--- src/rtl/pwr_evt_pkg.sv ---
package pwr_evt_pkg;

    typedef enum logic [1:0] {
        PM_SLEEP  = 2'b00,
        PM_GREEN  = 2'b01,
        PM_NORMAL = 2'b10,
        PM_NORM_B = 2'b11
    } pm_e;

    typedef enum logic [1:0] {
        ACT_NONE  = 2'b00,
        ACT_IRQ   = 2'b01,
        ACT_RESET = 2'b10
    } act_e;

    typedef enum logic [1:0] {
        ST_IDLE  = 2'b00,
        ST_IRQ   = 2'b01,
        ST_RESET = 2'b10
    } arb_state_e;

    localparam int N_TMR    = 3;
    localparam int SRC_PORT = N_TMR;
    localparam int SRC_DD   = N_TMR + 1;
    localparam int SRC_OVF  = N_TMR + 2;
    localparam int N_SRC    = N_TMR + 3;

endpackage

--- src/rtl/pin_edge_det.sv ---
module pin_edge_det #(
    parameter int   W       = 1,
    parameter int   SYNC    = 2,
    parameter logic RST_VAL = 1'b0
) (
    input  logic         clk,
    input  logic         rst_n,
    input  logic [W-1:0] din,
    input  logic         rise_sel,
    output logic [W-1:0] evt
);

    logic [W-1:0] stg [SYNC];
    logic [W-1:0] prev_q;
    logic [W-1:0] cur;

    always_ff @(posedge clk) begin
        if (!rst_n) begin
            for (int s = 0; s < SYNC; s++) stg[s] <= {W{RST_VAL}};
            prev_q <= {W{RST_VAL}};
        end else begin
            stg[0] <= din;
            for (int s = 1; s < SYNC; s++) stg[s] <= stg[s-1];
            prev_q <= stg[SYNC-1];
        end
    end

    assign cur = stg[SYNC-1];

    always_comb begin
        if (rise_sel) evt = cur & ~prev_q;
        else          evt = ~cur & prev_q;
    end

    AST_SINGLE_PULSE: assert property (@(posedge clk) disable iff (!rst_n)
        ((evt != '0) && $stable(rise_sel)) |=> ((evt & $past(evt)) == '0));

endmodule

--- src/rtl/evt_classify.sv ---
module evt_classify
    import pwr_evt_pkg::*;
#(
    parameter int N_PIN = 4
) (
    input  logic [1:0]       pwr_mode,
    input  logic             gie,
    input  logic [N_TMR-1:0] tmr_en,
    input  logic [2:0]       port_en,
    input  logic             dd_en,
    input  logic             ovf_en,
    input  logic [N_TMR-1:0] tmr_to,
    input  logic             wdt_to,
    input  logic [N_PIN-1:0] port_evt,
    input  logic             dd_evt,
    input  logic             stk_ovf,
    output logic [N_SRC-1:0] irq_set,
    output logic             rst_hit
);

    logic asleep;
    logic port_hit;

    assign asleep   = (pm_e'(pwr_mode) == PM_SLEEP);
    assign port_hit = gie && (port_en != '0) && (port_evt != '0);

    genvar t;
    generate
        for (t = 0; t < N_TMR; t++) begin : g_tmr
            assign irq_set[t] = !asleep && gie && tmr_en[t] && tmr_to[t];
        end
    endgenerate

    assign irq_set[SRC_PORT] = !asleep && port_hit;
    assign irq_set[SRC_DD]   = !asleep && gie && dd_en && dd_evt;
    assign irq_set[SRC_OVF]  = !asleep && gie && ovf_en && stk_ovf;

    assign rst_hit = wdt_to || (asleep && port_hit);

endmodule

--- src/rtl/pwr_event_arbiter.sv ---
module pwr_event_arbiter
    import pwr_evt_pkg::*;
#(
    parameter int N_PIN = 4,
    parameter int SYNC  = 2
) (
    input  logic             clk,
    input  logic             rst_n,
    input  logic [1:0]       pwr_mode,
    input  logic             gie,
    input  logic [2:0]       tmr_en,
    input  logic [2:0]       port_en,
    input  logic             dd_en,
    input  logic             ovf_en,
    input  logic             dd_edge_rise,
    input  logic [2:0]       tmr_to,
    input  logic             wdt_to,
    input  logic [N_PIN-1:0] port_pin,
    input  logic             dd_pin,
    input  logic             stk_ovf,
    input  logic [5:0]       pend_clr,
    output logic [5:0]       pend,
    output logic             irq_req,
    output logic             rst_req,
    output logic [1:0]       act_code,
    output logic             wake
);

    logic [N_PIN-1:0] port_evt;
    logic [0:0]       dd_evt;
    logic [N_SRC-1:0] irq_set;
    logic             rst_hit;

    arb_state_e       state_q, state_n;
    logic [N_SRC-1:0] pend_q, pend_n;
    act_e             act_q, act_n;
    logic             wake_q, wake_n;

    pin_edge_det #(.W(N_PIN), .SYNC(SYNC), .RST_VAL(1'b1)) u_port_edge (
        .clk      (clk),
        .rst_n    (rst_n),
        .din      (port_pin),
        .rise_sel (1'b0),
        .evt      (port_evt)
    );

    pin_edge_det #(.W(1), .SYNC(SYNC), .RST_VAL(1'b0)) u_dd_edge (
        .clk      (clk),
        .rst_n    (rst_n),
        .din      (dd_pin),
        .rise_sel (dd_edge_rise),
        .evt      (dd_evt)
    );

    evt_classify #(.N_PIN(N_PIN)) u_classify (
        .pwr_mode (pwr_mode),
        .gie      (gie),
        .tmr_en   (tmr_en),
        .port_en  (port_en),
        .dd_en    (dd_en),
        .ovf_en   (ovf_en),
        .tmr_to   (tmr_to),
        .wdt_to   (wdt_to),
        .port_evt (port_evt),
        .dd_evt   (dd_evt[0]),
        .stk_ovf  (stk_ovf),
        .irq_set  (irq_set),
        .rst_hit  (rst_hit)
    );

    // Next pending vector and next state
    always_comb begin
        pend_n = (pend_q & ~pend_clr) | irq_set;
        act_n  = ACT_NONE;
        if (rst_hit) begin
            pend_n = '0;
            act_n  = ACT_RESET;
        end else if (irq_set != '0) begin
            act_n  = ACT_IRQ;
        end
        wake_n = (pm_e'(pwr_mode) == PM_SLEEP) && (act_n != ACT_NONE);

        state_n = state_q;
        unique case (state_q)
            ST_IDLE, ST_IRQ, ST_RESET: begin
                if (rst_hit)             state_n = ST_RESET;
                else if (pend_n != '0)   state_n = ST_IRQ;
                else                     state_n = ST_IDLE;
            end
            default:                     state_n = ST_IDLE;
        endcase
    end

    // State register
    always_ff @(posedge clk) begin
        if (!rst_n) begin
            state_q <= ST_IDLE;
            pend_q  <= '0;
            act_q   <= ACT_NONE;
            wake_q  <= 1'b0;
        end else begin
            state_q <= state_n;
            pend_q  <= pend_n;
            act_q   <= act_n;
            wake_q  <= wake_n;
        end
    end

    // Outputs by state
    always_comb begin
        irq_req = 1'b0;
        rst_req = 1'b0;
        unique case (state_q)
            ST_IDLE:  ;
            ST_IRQ:   irq_req = 1'b1;
            ST_RESET: rst_req = 1'b1;
            default:  ;
        endcase
    end

    assign pend     = pend_q;
    assign act_code = act_q;
    assign wake     = wake_q;

    AST_REQ_EXCLUSIVE: assert property (@(posedge clk) disable iff (!rst_n)
        $onehot0({irq_req, rst_req}));

    AST_WDT_RESTART: assert property (@(posedge clk) disable iff (!rst_n)
        wdt_to |=> (rst_req && act_code == 2'b10));

    AST_RESTART_CLEAN: assert property (@(posedge clk) disable iff (!rst_n)
        rst_req |-> (pend == '0));

    AST_SLEEP_NO_PEND: assert property (@(posedge clk) disable iff (!rst_n)
        (pwr_mode == 2'b00) |=> ((pend & ~$past(pend)) == '0));

    AST_WAKE_SLEEP: assert property (@(posedge clk) disable iff (!rst_n)
        wake |-> (rst_req && $past(pwr_mode) == 2'b00));

    AST_IRQ_MATCH: assert property (@(posedge clk) disable iff (!rst_n)
        !rst_req |-> (irq_req == (pend != '0)));

endmodule

--- config.mk ---
export PLATFORM = sky130hd
export DESIGN_NAME = pwr_event_arbiter
export DESIGN_NICKNAME = d
export VERILOG_FILES = /design/src/rtl/pwr_evt_pkg.sv /design/src/rtl/pin_edge_det.sv /design/src/rtl/evt_classify.sv /design/src/rtl/pwr_event_arbiter.sv
export SDC_FILE = /design/constraint.sdc
export NUM_CORES = 1
export LEC_CHECK = 0
export CAP_MARGIN = 25
export CORE_ASPECT_RATIO = 0.75
export CORE_UTILIZATION = 25
export DETAILED_ROUTE_END_ITERATION = 6
export DONT_BUFFER_PORTS = 1
export GPL_ROUTABILITY_DRIVEN = 0
export PLACE_DENSITY_LB_ADDON = 0.1
export SETUP_SLACK_MARGIN = 0.2
export SLEW_MARGIN = 20
export SYNTH_ARGS = -nofsm -noshare
export SYNTH_HDL_FRONTEND = slang
export SYNTH_HIERARCHICAL = 1
export SYNTH_SLANG_ARGS = --single-unit
--- constraint.sdc ---
create_clock -name clk -period 2.3 [get_ports clk]
set_clock_uncertainty 0.1 [all_clocks]
set_input_delay 0.23 -clock clk [delete_from_list [all_inputs] [get_ports clk]]
set_output_delay 0.23 -clock clk [all_outputs]
set_load 0.005 [all_outputs]
; Word level (Yosys, flattened, before mapping)
; Memory sizes are Yosys's and may differ from the RTL's.
; Cells that the tools add are included.
[totals]
input_bits = 30
register_bits = 16
mem_count = 2
word_cells = 68
ram_bits = 10
out_inout_bits = 11
[mem_list]
columns = memory, depth, width, read_ports, rd_ports_with_merged_regs, wr, line
row1 = u_port_edge.stg, 2, 4, 2, 0, 2, pin_edge_det.sv:13  ; logic [W-1:0] stg [SYNC];
row2 = u_dd_edge.stg, 2, 1, 2, 0, 2, pin_edge_det.sv:13
[op_classes]
muxes = 14
n_eq_ne = 2
reduce_logical = 28
bitwise = 15
[op_table]
columns = operator, n
row1 = logical AND 1 bit, 16
row2 = nonzero test 6 bit, 2
row3 = two-way mux 1 bit, 9
row4 = two-way mux 4 bit, 2
row5 = AND 6 bit, 1
row6 = two-way mux 6 bit, 1
row7 = inverter 6 bit, 1
row8 = OR 6 bit, 1
row9 = OR reduction 3 bit, 2
row10 = AND 4 bit, 1
row11 = logical NOT 2 bit, 2
row12 = two-way mux 2 bit, 2
row13 = inverter 1 bit, 4
row14 = inverter 4 bit, 1
row15 = OR 1 bit, 4
row16 = nonzero test 4 bit, 1
row17 = nonzero test 3 bit, 1
row18 = AND 1 bit, 2
row19 = "equality test 2 x 1 -> 1 bit, second input constant", 1
row20 = "equality test 2 bit, second input constant", 1
row21 = AND reduction 2 bit, 1
row22 = nonzero test 2 bit, 1
row23 = logical NOT 1 bit, 1
row24 = logical OR 1 bit, 1

; Logic depth before layout (Yosys ltp)
; An unclocked memory read counts as a cell.
[logic_depth]
word_depth = 11
ltp_mapped = 8
mapped_depth_nobuf = 7

; Cells and area by module
; Netlist, hierarchy kept.
[by_module_without_submodules]
columns = mod, instances, area_per_inst_um2, seq_area_each_um2, cells_each
row1 = pwr_event_arbiter, 1, 404.1, 220.2, 45
row2 = pin_edge_det (u_port_edge), 1, 392.9, 240.2, 37
row3 = pin_edge_det (u_dd_edge), 1, 102.6, 60.1, 9
row4 = evt_classify, 1, 81.3, 0.0, 12

; Worst setup path before layout
; Ideal clock, no wire load.
[synth_timing]
kind = reg-to-reg
from = memory u_port_edge/stg[0][5] in the netlist's numbering
to = register state_q[0]
slack_ns = 0.612
arrival_ns = 1.462
required_ns = 2.075
setup_ns = 0.125
n_path_buf = 1
path_stages_with_launch = 9
period_less_slack_ns = 1.688
path_cell_list = dfxtp_1 -> nand2b_1 -> o21ai_0 -> o41ai_2 -> o41ai_1 -> nand2b_1 -> buf_6 -> a21o_1 -> a31oi_1
[synth_lines]
columns = item, line
row1 = from (decl), pin_edge_det.sv:13
row2 = to (signal assigned), pwr_event_arbiter.sv:102  ; state_q <= state_n;
row3 = to (decl), pwr_event_arbiter.sv:34  ; arb_state_e state_q, state_n;

==> impl_metrics.py <==
metrics = {
    "pwr": {
        "power_density_nw_per_um2": 702.6,
        "ir_drop_mv": 0.4122,
        "total_power_mw": 0.8281,
        "p_leak_nw": 0.4903,
    },
    "worst_setup_path": {
        "cp.required_ns": 2.40,
        "ff2ff_path_depth": 7,
        "worst-path-buf-inv": 0,
        "end_kind": "register",
        "r2r-end": "state_q[0]$_SDFF_PP0_",
        "reg2reg_from": "u_port_edge/stg[0][6]$_SDFF_PN1_",
        "crit_chain": "nand2b_1 > o22ai_1 > o41ai_2 > o41ai_2 > nand2b_1 > a21o_1 > a31oi_1",
        "cp_top_family": "compound AO/OA/AOI/OAI gates",
        "crit_arrival_ns": 2.09,
        "cpPeakStageDelay_ns": 0.50,
        "cp_max_fo": 8,
        "critical_path_class": "register to register",
        "start_kind": "register",
        "crit_slowest_cell": "o41ai_2",
        "rrSetupSlack_ns": 0.31,
    },
    "yosys": {
        "yosys-top-cells-count": "dfxtp_1, nand2b_1, nor2_1",
        "synthCells": 103,
        "syn_avg_cell_area_sq_um": 9.524,
        "yosysSeqAreaShare_pct": 53.06,
        "synth.cell_area_sq_um": 980.9,
        "synth-async-reset-ratio_pct": 0,
        "ys_types": 27,
        "yosys.area.top_type": "dfxtp_1",
        "ys_top_cells_by_area": "dfxtp_1, nand2b_1, a21oi_1, nor2_1, and3_1",
        "ys_ff_latch": 26,
        "synth_edf_count": 0,
        "synth-warning-count": 6,
        "synth_most_common_cell": "dfxtp_1",
        "synthDominantCellAreaShare_pct": 53.06,
        "ys.flop_type": "dfxtp_1",
    },
    "clock_network": {
        "clkTransAtPathRegs_ns": 0.09,
        "numCtsBuffers": 3,
        "clk-insertion-delay-late_ns": 0.26,
        "cts_buffer_depth": 2,
        "cts_sinks": 26,
        "clockRootBuffer": "clkbuf_8",
        "htreeDepth": 1,
        "cts_tree": "yes",
    },
    "floorplanning": {
        "core_sq_um": 3709,
        "die_area_sq_um": 4181,
        "die_x_um": 74.33,
        "rows": 19,
        "die_h_um": 56.25,
        "ioPinCount": 41,
        "initial_utilization_pct": 26.45,
    },
    "final_layout": {
        "area_delta_synth_final_pct": 20.15,
        "layout.nets": 149,
        "antennaDiodeCount": 0,
        "layout-drive-gt1-share_pct": 7.627,
        "final_core_util_pct": 31.78,
    },
    "timing": {
        "rsz0062_at_grt": "false",
        "fin_ws_ns": 0.3128,
        "whs_ns": 0.02039,
        "report.final.slew_viol_count": 0,
        "period_share_pct": 86.40,
        "fmax_mhz": 503.2,
        "maxSlewHeadroom_pct": 62.37,
        "setup_viol_count_final": 0,
        "period_needed_ns": 1.987,
        "worst_slew_pin_slew_ns": 0.5626,
        "finalSetupTns_ns": 0,
        "hold_viol_final": 0,
    },
    "drt": {
        "drt_iter0_markers": 45,
        "wl_um": 2045,
        "top_layer_used": "met4",
        "vias_per_cell": 4.300,
        "wl_met2_um": 871,
        "dr_wl_met3_um": 151,
        "wire_per_inst_um": 12.03,
        "m1WireLength_um": 947,
        "first_pass_iters": 4,
        "vias": 731,
        "drc": 0,
        "postRouteAntennaNets": 0,
    },
    "worst_hold_path": {
        "hold-path-endpoint": "act_code[1]$_SDFF_PN0_",
        "hold_path.class": "input pin to register",
        "min_path_cells": 1,
        "min_from": "rst_n",
    },
    "grt": {
        "grtUsageTotal_pct": 10.59,
        "grt_max_degree": 17,
        "grt_pass1_vias": 690,
        "grt_overflow": 0,
        "antenna_found_initial": 0,
        "grt_pass1_wl_um": 3243,
    },
    "place": {
        "port_buffers": 0,
        "dpl_worst_slack_ns": 0.2767,
        "dpl.hpwl_um": 1451,
    },
    "status": {
        "status": "completed",
    },
    "run": {
        "drv_cap": 0,
    },
}
sequential cells by signal, summed over array words and instances (netlist names):
| signal | cells |
|---|---|
| u_port_edge/stg | 8 |
| pend | 6 |
| u_port_edge/prev_q | 4 |
| act_code | 2 |
| state_q | 2 |
| u_dd_edge/stg | 2 |
| u_dd_edge/prev_q | 1 |
| wake | 1 |
metrics by stage:
stage,instances,cell area [sq um]
5_1_grt,170,1179
6_report,170,1179
2_1_floorplan,110,1007
3_5_place_dp,160,1056
4_1_cts,170,1171
3_3_place_gp,160,1056
repair_timing:
item,in CTS,in global routing
endpoints found under the setup margin,0,9
setup buffers,0,0
hold endpoints to repair,16,0
hold buffers,6,0
resized for setup,0,1
cells by family after synthesis:
| logic type | Yosys count | synth area share [%] |
|---|---|---|
| and+or+nand+nor | 48 | 28.70 |
| DFF | 26 | 53.06 |
| AOI/OAI and AO/OA | 19 | 13.52 |
| buffers and inverters | 9 | 4.337 |
| other | 1 | 0.3823 |
routing by layer:
metal / up-vias / GRT usage [%]
met3: 6 / 5.206
met1: 333 / 13.23
li1: 363 / -
met5: - / 0
met4: 0 / 4.582
met2: 29 / 15.32
worst max path at each step:
stage                                                 from                     to  cells past startpoint
after floorplan           u_port_edge/stg[0][5]$_SDFF_PN1_  state_q[0]$_SDFF_PP0_                      8
after global placement    u_port_edge/stg[0][5]$_SDFF_PN1_  state_q[0]$_SDFF_PP0_                      7
after detailed placement  u_port_edge/stg[0][5]$_SDFF_PN1_  state_q[0]$_SDFF_PP0_                      7
after CTS                 u_port_edge/stg[0][5]$_SDFF_PN1_  state_q[0]$_SDFF_PP0_                      7
after global routing      u_port_edge/stg[0][5]$_SDFF_PN1_  state_q[0]$_SDFF_PP0_                      7
final                     u_port_edge/stg[0][6]$_SDFF_PN1_  state_q[0]$_SDFF_PP0_                      7
layout by cell type (no fill, tap or decap), types with 2 or more instances in the layout:
master          n
a21oi_1         7
and2_1          3
and3_1          5
clkbuf_8        4
conb_1          8
dfxtp_1        26
dlygate4sd3_1   6
inv_1           7
nand2_1         3
nand2b_1       18
nand3b_1        3
nor2_1          9
nor2b_1         2
nor3_1          2
o21ai_0         3
o41ai_2         2
worst register-to-register path, stage by stage (launching register included):
cell	delay (ns)
dfxtp_1	0.34
nand2b_1	0.10
o22ai_1	0.09
o41ai_2	0.50
o41ai_2	0.17
nand2b_1	0.30
a21o_1	0.21
a31oi_1	0.12
where the power goes:
part           leakage (nW)  internal [mW]  switching (mW)
Sequential            0.214          0.467         0.00840
Clock                0.0288          0.153           0.136
Combinational         0.248         0.0317          0.0321
area by class of cell:
type	instances	area, sq um
clock buffers	4	55.05
fillers	403	2530
flip-flops and latches	26	520.5
repair buffers	6	60.06
multi-input cells	75	451.7
inverters	7	26.28
well taps	52	65.06
(Power assumes the default switching activity.)
